### config.mk
export PLATFORM = sky130hd
export DESIGN_NAME = ser_tx
export DESIGN_NICKNAME = d
export VERILOG_FILES = /design/src/rtl/ser_tx.sv
export SDC_FILE = /design/constraint.sdc
export NUM_CORES = 1
export LEC_CHECK = 0
export BUFFER_PORTS_ARGS = -buffer_cell sky130_fd_sc_hd__buf_4
export CAP_MARGIN = 20
export CORE_MARGIN = 10
export CORE_UTILIZATION = 57
export CTS_BUF_LIST = sky130_fd_sc_hd__clkbuf_16
export DETAILED_ROUTE_END_ITERATION = 6
export PLACE_DENSITY = 0.76
export SETUP_SLACK_MARGIN = 0.4
export SYNTH_ARGS = -nofsm -noshare
export SYNTH_HDL_FRONTEND = slang
export SYNTH_SLANG_ARGS = --single-unit
### constraint.sdc
create_clock -name clk -period 7.9 [get_ports clk]
set_clock_uncertainty 0.15 [all_clocks]
set_input_delay 0.79 -clock clk [delete_from_list [all_inputs] [get_ports clk]]
set_output_delay 0.79 -clock clk [all_outputs]
set_load 0.005 [all_outputs]
### src/rtl/ser_tx.sv
`timescale 1ns/1ps
module ser_tx #(
  parameter int W = 32
) (
  input  logic         clk,
  input  logic         rst_n,
  input  logic         bclk,
  input  logic         fsync,
  input  logic         wr_en,
  input  logic [W-1:0] wr_data,
  input  logic [1:0]   cfg_delay,
  input  logic [2:0]   cfg_len,
  output logic         dout,
  output logic         tx_ready,
  output logic         tx_underflow
);
  localparam int CW = $clog2(W + 1);

  logic         bclk_q, full, pend, busy;
  logic [W-1:0] hold, shreg;
  logic [1:0]   dly;
  logic [CW-1:0] left;

  wire fall = bclk_q & ~bclk;
  wire rise = ~bclk_q & bclk;

  function automatic logic [CW-1:0] len_of(input logic [2:0] c);
    return (c < 3'd5) ? CW'(8 + 4 * int'(c)) : CW'(32);
  endfunction

  always_ff @(posedge clk) begin
    if (!rst_n) begin
      bclk_q <= 1'b0;
      full <= 1'b0;
      pend <= 1'b0;
      busy <= 1'b0;
      hold <= '0;
      shreg <= '0;
      dly <= '0;
      left <= '0;
      dout <= 1'b0;
      tx_ready <= 1'b1;
      tx_underflow <= 1'b0;
    end else begin
      bclk_q <= bclk;
      if (fall) begin
        if (pend) tx_ready <= 1'b1;
        pend <= 1'b0;
        if (fsync) begin
          if (full) begin
            shreg <= hold;
            full <= 1'b0;
            pend <= 1'b1;
          end else begin
            tx_underflow <= 1'b1;
          end
          busy <= 1'b1;
          dly <= (cfg_delay == 2'd3) ? 2'd2 : cfg_delay;
          left <= len_of(cfg_len);
        end
      end
      if (rise && busy) begin
        if (dly != 2'd0) begin
          dout <= 1'b0;
          dly <= dly - 2'd1;
        end else if (left != '0) begin
          dout <= shreg[left - CW'(1)];
          left <= left - CW'(1);
        end else begin
          dout <= 1'b0;
          busy <= 1'b0;
        end
      end
      if (wr_en) begin
        hold <= wr_data;
        full <= 1'b1;
        pend <= 1'b0;
        tx_ready <= 1'b0;
        tx_underflow <= 1'b0;
      end
    end
  end
endmodule


==> metrics, run 1 <==
ant diodes 0; EDFF count, synth 0; Setup TNS 0 ns; Slew @ Worst Pin 0.618 ns; Synth Area in XOR/XNOR 0.761%; Routed WL 6810 µm; Pwr Density 207 nW/µm²; Reg2Reg Depth 6; instance count of the mapped netlist 353; ys async rst share 0%; RSZ-0062 raised after global routing no; Compound-Gate Fraction of Synth Area 11.9%; hold crit path type flop to flop; drt drc 0; CTS tree yes; Syn. warnings 0; gr ovfl total 0; drt first pass iters 4; share of the synthesized area in the top cell type 45.8%; Startpoint Class flop; final setup fails 0; CTS root buf clkbuf_16; num ports 45; min Tclk post-route 2.94 ns; synth unique cells 37; Post-CTS Resized 0; Pint around 0.65 mW; die width between 90 and 100 µm; Post-Place Setup Slack 4.95 ns; Crit Path Class flop to flop; largest family of logic cells by synthesized area simple AND/OR/NAND/NOR gates; Die Y between 90 and 100 µm; Port Buf Inserts 44; vias per cell around 5.3; WL per Instance about 15 µm; GPL Wtd Cong 0.828; top cells by area, synth dfxtp_1 (46%), mux2i_1 (9.6%), nand2_1 (7.7%); Synth Cell Area 3450 µm²; outcome finished, final reports clean; post-synthesis simple-gate area fraction 19.9%; total core area 5890 µm²; clock slew at reported path FFs approximately 0.060 ns; Critical Path Fanout Max 12; clock latency at the later pin of the worst-skew pair 0.33 ns; data arrival time of the critical path just over 3 ns; gr usage total approximately 14%; Synth Net Count around 400; DRT iter0 DRCs 131; final worst-path cycle share 37.3%; worst hold path cell count 2; standard-cell rows 28; CTS Buf Count 9; final design area excluding fillers 4050 µm²; clock sink count 79; final hold viol count 0; fmax 0.340 GHz; Post-Synth Adder-Cell Area 1.45%; post-synthesis mux area share roughly 16%; setup bufs post-CTS 0; Leak around 1.6 nW; ratio of cells with drive above 1 in the final layout 15.6%; # hold bufs at CTS 0; Clock Tree Buf Depth 2; post-layout util 68.8%; layout overhead on the synthesized area 17.4%; Sw Ratio 22.2%; H-tree depth 3; post-synthesis sequential area ratio 45.8%; Placement Cell Area 3750 µm²; initial antenna violation count 0; antenna-violating nets left 0; Vias approximately 2500; top cell type by total area after synthesis dfxtp_1; Starting Density 58.6%; vias in the first global route 2478; DP HPWL ~4500 µm; full die area 9570 µm²; max-slew violations 0; first-pass GRT wire length 11500 µm; CP Data Required Time 7.97 ns; largest net degree at the start of global routing 80; Primary FF master, synth dfxtp_1; sw power ~0.19 mW; most common cell after layout, fill and taps aside dfxtp_1; power share of the clock group 43.4%; most frequent cells in the layout dfxtp_1 (79), nand2_1 (71), buf_4 (44), nor2b_1 (39), a21boi_0 (35); sequential share of power 49.8%; final setup margin 4.96 ns; max_slew headroom approximately 60%; nets around 430; crit end category flop; Yosys reg bits 79; worst vdd ir 0.000157 V; max_cap viols 0; Syn Area/Cell between 9 and 10 µm²; Comb pwr share roughly 7%
[synthesized netlist by cell type (5+ instances only)]
| library cell | number |
|---|---|
| dfxtp_1 | 79 |
| nand2_1 | 71 |
| nor2b_1 | 39 |
| a21boi_0 | 35 |
| mux2i_1 | 33 |
| clkbuf_1 | 14 |
| mux4_1 | 7 |
| nor2_1 | 7 |
| and2_1 | 6 |
| o21ai_0 | 6 |
| a21oi_1 | 5 |
| buf_2 | 5 |
[layer usage]
layer	share of wire (%)	global-route usage, %	routed length, µm	vias to the layer above
li1	-	-	-	1269
met1	45	17.3	3050	1164
met2	49	22.6	3350	51
met3	4.9	5.71	332	9
met4	1.1	4.70	78	0
met5	0	0	0	-
[power by group through the flow]
stage | Clock, mW | Sequential [mW] | Combinational [mW]
final | 0.364 | 0.418 | 0.0574
after global routing | 0.392 | 0.419 | 0.0642
after CTS | 0.372 | 0.418 | 0.0574
after detailed placement | 0 | 0.426 | 0.0572
after global placement | 0 | 0.426 | 0.0558
after floorplan | 0 | 0.424 | 0.0358
[critical path: stages, from the launching register on]
cell,delay (ns)
dfxtp_1,0.65
inv_1,0.17
ha_1,0.52
mux4_1,0.59
a2111oi_0,0.42
nor3b_1,0.11
a32o_1,0.22
[layout make-up]
class,instances,area (µm²)
Clock buffer,9,225
Clock inverter,7,40.0
Fill cell,476,1840
Inverter,4,15.0
Multi-Input combinational cell,247,1730
Sequential cell,79,1580
Tap cell,75,93.8
Timing Repair Buffer,46,360
[cell families after synthesis]
group | after synthesis
adders and majority gates | 4
buffers and inverters | 27
AOI/OAI and AO/OA | 57
muxes | 43
DFF | 79
and+or+nand+nor | 140
xor gates and xnor gates | 3
[worst paths after layout]
kind                               start         to  slack [ns]
worst max-delay path             left[0]       dout        4.96
worst min-delay path            hold[18]  shreg[18]        0.31
worst max register to register   left[0]       dout        4.96
worst min register to register  hold[18]  shreg[18]        0.31
[sequential cells by signal (all words and copies together), names as in the netlist]
register      count
bclk_q            1
busy              1
dly               2
dout              1
full              1
hold             32
left              6
pend              1
shreg            32
tx_ready          1
tx_underflow      1
[stage by stage]
step	power (mW)	hold WS (ns)	std cells
floorplan	0.460	0.289	353
CTS	0.847	0.318	465
detailed placement	0.484	0.310	449
global route	0.876	0.329	467
global placement	0.482	0.303	449
finish	0.839	0.315	467
(Power assumes the default switching activity.)
==> inputs of run 2 (changes only) <==
Settings changed: CORE_UTILIZATION 57 to 51, PLACE_DENSITY 0.76 to 0.72.
Clock period 7.9 ns to 2.7 ns, I/O delays scaled along.
==> run 2 against run 1 <==
- via count is 0.32% lower
- clock-buffer cell count is the same
- power grew to 3.2 times the previous value
- sequential power grew to 2.9 times the previous value
- combinational power rose to 2.9 times the previous value
- design area rose by 2.8%
- flip-flop and latch count unchanged
- worst setup slack worse by 4.4 ns
- critical path depth unchanged
- clock power rose to 3.6 times the previous value
- sequential share of layout area fell by 1.0 points
- non-clock buffer count up 4
- highest routed layer unchanged
==> metrics, run 2 (same netlist as run 1, synthesis figures left out) <==
Clock Tree Buf Depth 2; Vias around 2500; fmax 0.456 GHz; worst hold path cell count 2; vias in the first global route 2611; Slew @ Worst Pin 0.623 ns; GRT met3 Usage 3.78%; min Tclk post-route roughly 2.2 ns; final worst-path cycle share 81.2%; Most Used Layer, Global Route met2; initial antenna violation count 0; Die Y ~100 µm; fill cell count 545; Critical Path Max Stage Delay 0.52 ns; first-pass GRT wire length 11700 µm; Placement Cell Area 3800 µm²; hold crit path type input pin to flop; clock sink count 79; max_slew headroom 58.5%; drt first pass iters 4; # hold bufs at CTS 0; antenna-violating nets left 0; hold path start bclk; post-layout util 64.5%; Critical Path Fanout Max 8; Reg2Reg Depth 6; Reg-to-Reg Start left[1]; final setup fails 0; Leak 1.65 nW; gr usage total 13.8%; Starting Density a little over half; Setup TNS 0 ns; WL per Instance around 14 µm; met2 Use GR 22.3%; final design area excluding fillers 4160 µm²; Worst path depth 6; nets ~440; RSZ-0062 raised after global routing no; max_cap viols 0; sw power 0.522 mW; Pwr Density around 650 nW/µm²; CP delay by family, top multiplexers; worst hold slack 0.0212 ns; sequential share of power a little under half; Crit Path Class flop to flop; drt drc 0; Pint about 2.2 mW; clock latency at the later pin of the worst-skew pair 0.33 ns; outcome finished, final reports clean; Startpoint Class flop; H-tree depth 3; layout overhead on the synthesized area 20.7%; die width 102 µm; top flop regs hold: 32 flops, shreg: 32 flops, left: 6 flops; worst setup path start left[1]; full die area 10500 µm²; vias per cell 5.26; num ports 45; most common cell after layout, fill and taps aside dfxtp_1; largest net degree at the start of global routing 80; Port Buf Inserts 44; worst path cell trace inv_1, ha_4, mux4_2, a2111oi_2, nor3b_1, a32o_1; met1 Resource Use GR 16.6%; crit end category flop; ant diodes 0; DRT iter0 DRCs 72; DP HPWL 4580 µm; gr ovfl total 0; worst vdd ir 0.000420 V; final hold viol count 0; CTS tree yes; clock slew at reported path FFs 0.05 ns; most frequent cells in the layout dfxtp_1 (78), nand2_1 (71), buf_4 (49), nor2b_1 (39), a21boi_0 (35); CTS root buf clkbuf_16; Routed WL 6610 µm; GPL Wtd Cong 0.777; power share of the clock group 48.7%; data arrival time of the critical path 2.26 ns; WP buf/inv 1; CTS Buf Count 9; Sw Ratio roughly 19%; max-slew violations 0; Comb pwr share 6.2%; standard-cell rows 29; CP max stage cell mux4_2; total core area 6460 µm²; ratio of cells with drive above 1 in the final layout roughly 18%; CP Data Required Time 2.77 ns
run 2: cell count changes in the layout (fill, tap and decap cells not counted), sizes merged:
cell	delta
inv	+1
buf	+4
clkinvlp	-1
clkinv	-4
bufinv	+3
run 2: worst reg2reg max path: stages, from the launching register on:
cell and delay (ns):
dfxtp_1 0.36, inv_1 0.11, ha_4 0.34, mux4_2 0.52, a2111oi_2 0.30, nor3b_1 0.09, a32o_1 0.22
run 2: repair_timing:
action,in CTS,in global routing
pin swaps,0,1
setup endpoints to repair,1,1
gates resized for setup,1,5
setup buffers,0,1
run 2: cell type report:
cell class	count	area (µm²)	share of cell area (%)
Clock buffer	9	225	5.41
Clock inverter	6	101	2.43
Inverter	4	15.0	0.361
Multi-Input combinational cell	247	1760	42.4
Sequential cell	79	1580	38.0
Tap cell	77	96.3	2.31
Timing Repair Buffer	50	379	9.10
run 2: final timing paths:
| kind | endpoint | slack [ns] |
|---|---|---|
| max | dout | 0.51 |
| min reg2reg | shreg[20] | 0.31 |
| min | bclk_q | 0.02 |
| max reg2reg | dout | 0.51 |
run 2: through the flow:
step / setup WS [ns] / power, mW / cells
3_3_place_gp: 0.422 / 1.41 / 456
4_1_cts: 0.404 / 2.74 / 471
3_5_place_dp: 0.346 / 1.42 / 456
2_1_floorplan: 0.403 / 1.35 / 353
6_report: 0.507 / 2.71 / 472
5_1_grt: 0.377 / 2.81 / 472
run 2: layer usage:
metal | vias up | wire length, µm
li1 | 1281 | -
met1 | 1160 | 3080
met2 | 38 | 3150
met3 | 6 | 306
met4 | 0 | 76
met5 | - | 0
run 2: power by group through the flow:
stage / combinational [mW] / clock, mW / sequential [mW]
after floorplan: 0.106 / 0 / 1.24
after global placement: 0.166 / 0 / 1.25
after detailed placement: 0.170 / 0 / 1.25
after CTS: 0.170 / 1.35 / 1.22
after global routing: 0.189 / 1.40 / 1.23
final: 0.169 / 1.32 / 1.22
